==> src/rtl/rva_pkg.sv <==
// Shared constants and types for the route / output-VC allocator.
// Assumes a five-port mesh router; port codes are fixed by the routing rule.
package rva_pkg;
    localparam int NPORT = 5;
    localparam int PW    = 3;

    typedef enum logic [PW-1:0] {
        PORT_L = 3'd0,
        PORT_N = 3'd1,
        PORT_E = 3'd2,
        PORT_S = 3'd3,
        PORT_W = 3'd4
    } port_e;

    typedef enum logic [1:0] {
        IVC_IDLE = 2'd0,
        IVC_WAIT = 2'd1,
        IVC_CONN = 2'd2
    } ivc_state_e;
endpackage

==> src/rtl/xy_route_calc.sv <==
// Dimension-ordered route computer for one input VC.
// Purely combinational; assumes X grows toward East and Y toward North.
module xy_route_calc
    import rva_pkg::*;
#(
    parameter int CW = 3
) (
    input  logic [CW-1:0] cur_x,
    input  logic [CW-1:0] cur_y,
    input  logic [CW-1:0] dst_x,
    input  logic [CW-1:0] dst_y,
    output logic [PW-1:0] dir
);
    // X offset is resolved before Y; equal coordinates eject locally.
    always_comb begin
        if (dst_x > cur_x)       dir = PORT_E;
        else if (dst_x < cur_x)  dir = PORT_W;
        else if (dst_y > cur_y)  dir = PORT_N;
        else if (dst_y < cur_y)  dir = PORT_S;
        else                     dir = PORT_L;
    end
endmodule

==> src/rtl/hdr_order_fifo.sv <==
// Arrival-ordered queue of input-VC indices.
// Accepts any subset of NIN requesters per cycle, storing them by ascending
// index, and pops one per cycle. Assumes each index is present at most once,
// so NIN entries can never overflow.
module hdr_order_fifo #(
    parameter int NIN = 20,
    parameter int IW  = 5
) (
    input  logic           clk,
    input  logic           rst_n,
    input  logic [NIN-1:0] push_vec,
    input  logic           pop,
    output logic           head_valid,
    output logic [IW-1:0]  head_idx
);
    localparam int CNTW = $clog2(NIN + 1);

    logic [IW-1:0]   mem [NIN];
    logic [IW-1:0]   slot [NIN];
    logic [IW-1:0]   rd_ptr, wr_ptr, wr_next, rd_next;
    logic [CNTW-1:0] count, npush;

    // Slot of every pushing requester: write pointer plus its rank.
    always_comb begin
        int unsigned rank;
        int unsigned pos;
        rank = 0;
        for (int i = 0; i < NIN; i++) begin
            pos = int'(wr_ptr) + rank;
            if (pos >= NIN) pos = pos - NIN;
            slot[i] = IW'(pos);
            if (push_vec[i]) rank = rank + 1;
        end
        npush = CNTW'(rank);
        pos = int'(wr_ptr) + rank;
        if (pos >= NIN) pos = pos - NIN;
        wr_next = IW'(pos);
        pos = int'(rd_ptr) + 1;
        if (pos >= NIN) pos = 0;
        rd_next = IW'(pos);
    end

    // Storage writes for every pushing requester.
    always_ff @(posedge clk) begin
        if (!rst_n) begin
            for (int i = 0; i < NIN; i++) mem[i] <= '0;
        end else begin
            for (int i = 0; i < NIN; i++)
                if (push_vec[i]) mem[slot[i]] <= IW'(i);
        end
    end

    // Pointer and occupancy bookkeeping.
    always_ff @(posedge clk) begin
        if (!rst_n) begin
            rd_ptr <= '0;
            wr_ptr <= '0;
            count  <= '0;
        end else begin
            wr_ptr <= wr_next;
            if (pop && head_valid) rd_ptr <= rd_next;
            count <= count + npush - CNTW'(pop && head_valid);
        end
    end

    assign head_valid = (count != '0);
    assign head_idx   = mem[rd_ptr];
endmodule

==> src/rtl/ovc_table.sv <==
// Central ownership table for all output VCs of the router.
// Reports the lowest free VC of a selected port, records the owner on
// allocation and frees every VC owned by an input VC whose tail passed.
// Assumes sel_port is a valid port code whenever alloc_en is high.
module ovc_table
    import rva_pkg::*;
#(
    parameter int NVC = 4,
    parameter int NIN = 20,
    parameter int IW  = 5,
    parameter int VW  = 2
) (
    input  logic                 clk,
    input  logic                 rst_n,
    input  logic [PW-1:0]        sel_port,
    input  logic                 alloc_en,
    input  logic [IW-1:0]        alloc_src,
    input  logic [NIN-1:0]       release_vec,
    output logic                 has_free,
    output logic [VW-1:0]        free_vc,
    output logic [NPORT*NVC-1:0] busy_o
);
    localparam int NOUT = NPORT * NVC;

    logic [NOUT-1:0] busy;
    logic [IW-1:0]   owner [NOUT];

    // Lowest-numbered free VC on the selected output port.
    always_comb begin
        has_free = 1'b0;
        free_vc  = '0;
        if (int'(sel_port) < NPORT) begin
            for (int v = NVC - 1; v >= 0; v--) begin
                if (!busy[int'(sel_port) * NVC + v]) begin
                    has_free = 1'b1;
                    free_vc  = VW'(v);
                end
            end
        end
    end

    // Ownership updates: release on tail, claim on allocation.
    always_ff @(posedge clk) begin
        if (!rst_n) begin
            busy <= '0;
            for (int e = 0; e < NOUT; e++) owner[e] <= '0;
        end else begin
            for (int e = 0; e < NOUT; e++) begin
                if (busy[e] && int'(owner[e]) < NIN && release_vec[owner[e]])
                    busy[e] <= 1'b0;
                if (alloc_en && e == int'(sel_port) * NVC + int'(free_vc)) begin
                    busy[e]  <= 1'b1;
                    owner[e] <= alloc_src;
                end
            end
        end
    end

    assign busy_o = busy;
endmodule

==> src/rtl/mesh_route_alloc.sv <==
// Route computation and output-VC allocation for one five-port mesh router.
// One XY route computer per input VC; requests are queued in arrival order
// and the queue head is served from the central table once its port has a
// free VC. Assumes the datapath raises tail_done once per packet.
module mesh_route_alloc
    import rva_pkg::*;
#(
    parameter int NVC = 4,
    parameter int CW  = 3
) (
    input  logic                          clk,
    input  logic                          rst_n,
    input  logic [CW-1:0]                 my_x,
    input  logic [CW-1:0]                 my_y,
    input  logic [NPORT*NVC-1:0]          hdr_valid,
    input  logic [NPORT*NVC*CW-1:0]       hdr_dst_x,
    input  logic [NPORT*NVC*CW-1:0]       hdr_dst_y,
    input  logic [NPORT*NVC-1:0]          tail_done,
    output logic                          gnt_valid,
    output logic [$clog2(NPORT*NVC)-1:0]  gnt_src,
    output logic [PW-1:0]                 gnt_port,
    output logic [$clog2(NVC)-1:0]        gnt_vc
);
    localparam int NIN = NPORT * NVC;
    localparam int IW  = $clog2(NIN);
    localparam int VW  = $clog2(NVC);

    ivc_state_e      st_q    [NIN];
    logic [PW-1:0]   route_q [NIN];
    logic [PW-1:0]   rc_dir  [NIN];
    logic [NIN-1:0]  push_vec, rel_vec;
    logic            head_valid, grant;
    logic [IW-1:0]   head_idx;
    logic [PW-1:0]   head_port;
    logic            tbl_has_free;
    logic [VW-1:0]   tbl_free_vc;
    logic [NIN-1:0]  ovc_busy;

    // One route computer per input VC, grouped by input port.
    for (genvar p = 0; p < NPORT; p++) begin : g_port
        for (genvar v = 0; v < NVC; v++) begin : g_vc
            localparam int IDX = p * NVC + v;
            xy_route_calc #(.CW(CW)) u_rc (
                .cur_x (my_x),
                .cur_y (my_y),
                .dst_x (hdr_dst_x[IDX*CW +: CW]),
                .dst_y (hdr_dst_y[IDX*CW +: CW]),
                .dir   (rc_dir[IDX])
            );
        end
    end

    // Only idle VCs accept headers; only connected VCs release.
    always_comb begin
        for (int i = 0; i < NIN; i++) begin
            push_vec[i] = hdr_valid[i] && (st_q[i] == IVC_IDLE);
            rel_vec[i]  = tail_done[i] && (st_q[i] == IVC_CONN);
        end
    end

    hdr_order_fifo #(.NIN(NIN), .IW(IW)) u_fifo (
        .clk        (clk),
        .rst_n      (rst_n),
        .push_vec   (push_vec),
        .pop        (grant),
        .head_valid (head_valid),
        .head_idx   (head_idx)
    );

    assign head_port = (int'(head_idx) < NIN) ? route_q[head_idx] : PORT_L;
    assign grant     = head_valid && tbl_has_free;

    ovc_table #(.NVC(NVC), .NIN(NIN), .IW(IW), .VW(VW)) u_tbl (
        .clk         (clk),
        .rst_n       (rst_n),
        .sel_port    (head_port),
        .alloc_en    (grant),
        .alloc_src   (head_idx),
        .release_vec (rel_vec),
        .has_free    (tbl_has_free),
        .free_vc     (tbl_free_vc),
        .busy_o      (ovc_busy)
    );

    // Per-input-VC connection state and captured route.
    always_ff @(posedge clk) begin
        if (!rst_n) begin
            for (int i = 0; i < NIN; i++) begin
                st_q[i]    <= IVC_IDLE;
                route_q[i] <= PORT_L;
            end
        end else begin
            for (int i = 0; i < NIN; i++) begin
                case (st_q[i])
                    IVC_IDLE: if (push_vec[i]) begin
                        st_q[i]    <= IVC_WAIT;
                        route_q[i] <= rc_dir[i];
                    end
                    IVC_WAIT: if (grant && int'(head_idx) == i) st_q[i] <= IVC_CONN;
                    IVC_CONN: if (rel_vec[i]) st_q[i] <= IVC_IDLE;
                    default:  st_q[i] <= IVC_IDLE;
                endcase
            end
        end
    end

    // Registered grant presented to the datapath.
    always_ff @(posedge clk) begin
        if (!rst_n) begin
            gnt_valid <= 1'b0;
            gnt_src   <= '0;
            gnt_port  <= '0;
            gnt_vc    <= '0;
        end else begin
            gnt_valid <= grant;
            gnt_src   <= head_idx;
            gnt_port  <= head_port;
            gnt_vc    <= tbl_free_vc;
        end
    end
endmodule

==> config.mk <==
export PLATFORM = sky130hd
export DESIGN_NAME = mesh_route_alloc
export DESIGN_NICKNAME = d
export VERILOG_FILES = /design/src/rtl/rva_pkg.sv /design/src/rtl/xy_route_calc.sv /design/src/rtl/hdr_order_fifo.sv /design/src/rtl/ovc_table.sv /design/src/rtl/mesh_route_alloc.sv
export SDC_FILE = /design/constraint.sdc
export NUM_CORES = 2
export LEC_CHECK = 0
export BUFFER_PORTS_ARGS = -buffer_cell sky130_fd_sc_hd__buf_2
export CORE_MARGIN = 5
export CORE_UTILIZATION = 35
export CTS_BUF_LIST = sky130_fd_sc_hd__clkbuf_2
export CTS_CLUSTER_DIAMETER = 100
export CTS_CLUSTER_SIZE = 30
export DETAILED_ROUTE_END_ITERATION = 6
export PLACE_DENSITY_LB_ADDON = 0.3
export SYNTH_ARGS = -nofsm -noshare
export SYNTH_HDL_FRONTEND = slang
export SYNTH_SLANG_ARGS = --single-unit
==> constraint.sdc <==
create_clock -name clk -period 28 [get_ports clk]
set_input_delay 1.4 -clock clk [delete_from_list [all_inputs] [get_ports clk]]
set_output_delay 1.4 -clock clk [all_outputs]
set_load 0.02 [all_outputs]
==> impl_metrics.json <==
{
  "status": "finished with violations",
  "failed_checks": "design-rule violations",
  "dieHeight_um": 359,
  "critPathBufInv": 6,
  "fmax_mhz": 59.2,
  "row_count": 128,
  "num_io_pins": 179,
  "initialDrtViolationCount": 6081,
  "cp_common_cell": "ha_1",
  "synth_top_flop_cell": "dfxtp_1",
  "netlist_instances": 5239,
  "critPathMaxStageDelay_ns": 0.57,
  "coreArea_um2": 122000,
  "synth-seq-cells": 411,
  "setup_violations": 0,
  "start_util_pct": 35.2,
  "critPathTopFamily": "adder cells",
  "clock_skew_ns": 0.324,
  "portBuffers": 178,
  "cts_tree": "built",
  "post-route-min-period_ns": 16.90,
  "yosysWarnings": 0,
  "use_met2_pct": 47.4,
  "grt_max_degree": 54,
  "ys_types": 139,
  "cts.htree.levels": 1,
  "syn_avg_cell_area_um2": 8.16,
  "clockBufferDepth": 3,
  "postCtsHoldBufs": 0,
  "syn-cell-area_um2": 42700,
  "dpl-instance-area_um2": 45500,
  "antenna_found_initial": 20,
  "maxSlewViolCount": 0,
  "dp_cells": 6905,
  "endpoint_kind": "register",
  "viasPerCell": 6.38,
  "final.period_utilization_pct": 60.4,
  "cts_root_buf": "clkbuf_2",
  "slew-limit-headroom_pct": 8.15,
  "fillers": 12570,
  "num_vias": 44411,
  "die_w_um": 359,
  "firstDrtPassIters": 7,
  "dp.final_hpwl_um": 168000,
  "critPathKind": "register to register",
  "synth_top_cell_by_area": "edfxtp_1",
  "syn2layout_area_growth_pct": 7.33,
  "drive_gt1_share_pct": 12.5,
  "synth_edf_count": 200,
  "synth_top_area_share_pct": 14.1,
  "clk_pin_slew_ns": 0.55,
  "place_congestion": 1.03,
  "grt_pass1_wl_um": 289000,
  "rsz0062_at_grt": "no",
  "reg2regPathDepth": 66,
  "wl_um": 208000,
  "grt_pass1_vias": 41204,
  "nets": 5776,
  "drc": 7,
  "yosysSeqAreaShare_pct": 23.9,
  "synthArstFlopShare_pct": 0,
  "cap_violations": 0,
  "hp-class": "primary input to register",
  "arrival_ns": 18.13,
  "busiest_layer": "met2",
  "use_met1_pct": 39.8,
  "fin_cells": 6959,
  "crit_slowest_cell": "or4bb_1",
  "fin_setup_tns_ns": 0,
  "crit_path_start_kind": "register",
  "seqCellArea_um2": 10200,
  "hold_viol": 0,
  "grtUsageTotal_pct": 30.2,
  "clock_latency_ns": 1.47,
  "cts_sinks": 411,
  "synth.area.top_cells": "edfxtp_1, dfxtp_1, mux4_2, ha_1, nand2_1",
  "tightest_slew_ns": 1.36,
  "cp.depth": 66,
  "multiInputGateArea_um2": 30700,
  "die_area_um2": 129000,
  "post_cts_buffers": 0,
  "antenna_left": 0,
  "design_area_um2": 45900,
  "cts_buffers": 23,
  "ctsResizeCount": 0,
  "cp.required_ns": 29.22,
  "wl_per_cell_um": 29.8,
  "overflow": 0,
  "min_path_cells": 3,
  "worstPathMaxFanout": 12,
  "met3_usage_pct": 5.69
}
cells by family (layout without fill, tap and decap cells):
group | Yosys count | after routing | share of synthesized area (%)
multiplexers | 244 | 244 | 10.9
adder cells (fa/ha/maj) | 304 | 304 | 9.25
AO/OA/AOI/OAI | 1408 | 1408 | 22.0
other | 1 | 14 | 0.00878
XOR/XNOR | 162 | 162 | 4.11
flip-flops | 411 | 411 | 23.9
buffers and inverters | 496 | 578 | 4.50
AND/OR/NAND/NOR | 2213 | 2213 | 25.3
through the flow:
stage	hold slack (ns)	setup WS [ns]	util [%]
6_report	0.299	11.10	37.7
5_1_grt	0.244	9.87	37.7
4_1_cts	0.165	11.19	37.7
3_5_place_dp	0.440	10.47	37.5
3_3_place_gp	0.429	10.79	37.5
2_1_floorplan	0.421	12.52	-
final cells by class:
cell class	count	area share (%)
sequential	411	22.3
tap	1625	4.43
multi-input combinational	4333	66.9
clock inverter	14	0.363
timing repair buffer	269	3.44
clock buffer	28	0.306
inverter	267	2.19
antenna	12	0.0655
worst paths after layout:
kind,from,endpoint,slack (ns)
min,tail_done[18],st_q[4][5],0.30
min reg2reg,u_fifo.mem[9][3],u_fifo.mem[9][3],0.47
max reg2reg,st_q[0][1],u_fifo.mem[28][4],11.10
max,st_q[0][1],u_fifo.mem[28][4],11.10
cells in the final DEF (no fill, tap or decap), types with 175 or more instances in the layout:
master and instances:
inv_1 254, o21ai_0 297, mux4_2 175, nor2_1 610, nand2_1 628, buf_2 177, a21oi_1 358, dfxtp_1 208
edfxtp_1 200, ha_1 283
registers in the layout, indices dropped and copies added (netlist names), named ones only:
register,cells
route_q,60
u_fifo.count,5
gnt_src,5
u_fifo.rd_ptr,5
u_fifo.mem,160
gnt_port,3
u_fifo.wr_ptr,5
gnt_vc,2
u_tbl.owner,100
st_q,40
gnt_valid,1
u_tbl.busy_o,20
Yosys cell counts, types with 18 or more instances:
master	count
and3_1	67
nor4_1	37
or2_2	38
nand3_1	145
edfxtp_1	200
nand3b_1	44
a21oi_1	358
nor2_1	610
and2_1	76
fa_1	20
a41oi_1	37
a22oi_1	55
xor2_1	35
mux2i_1	50
nor2b_1	110
nand4_1	37
clkbuf_1	197
mux4_2	175
a21boi_0	20
dfxtp_1	211
o22ai_1	104
a211oi_1	38
o211ai_1	67
nor3_1	135
nand2_1	628
nor3b_1	23
a211o_1	21
o21a_1	23
o221ai_1	19
buf_1	18
a31oi_1	43
o21ai_0	299
a21o_1	70
nand2b_1	113
or3_1	59
and4_1	21
ha_1	283
inv_1	255
xnor2_1	101
tightest hold or removal path: stages:
cell and delay [ns]:
buf_2 0.09, o22ai_1 0.08, nand2b_1 0.11
routing by layer:
| metal | vias to the layer above | share of wire [%] |
|---|---|---|
| li1 | 19574 | - |
| met1 | 21745 | 40 |
| met2 | 2579 | 44 |
| met3 | 507 | 9.7 |
| met4 | 6 | 6.5 |
| met5 | - | 0.017 |
Power is left out: the tool's default activity adds up to more than one toggle a clock period on the data nets, which glitch-free logic cannot reach.
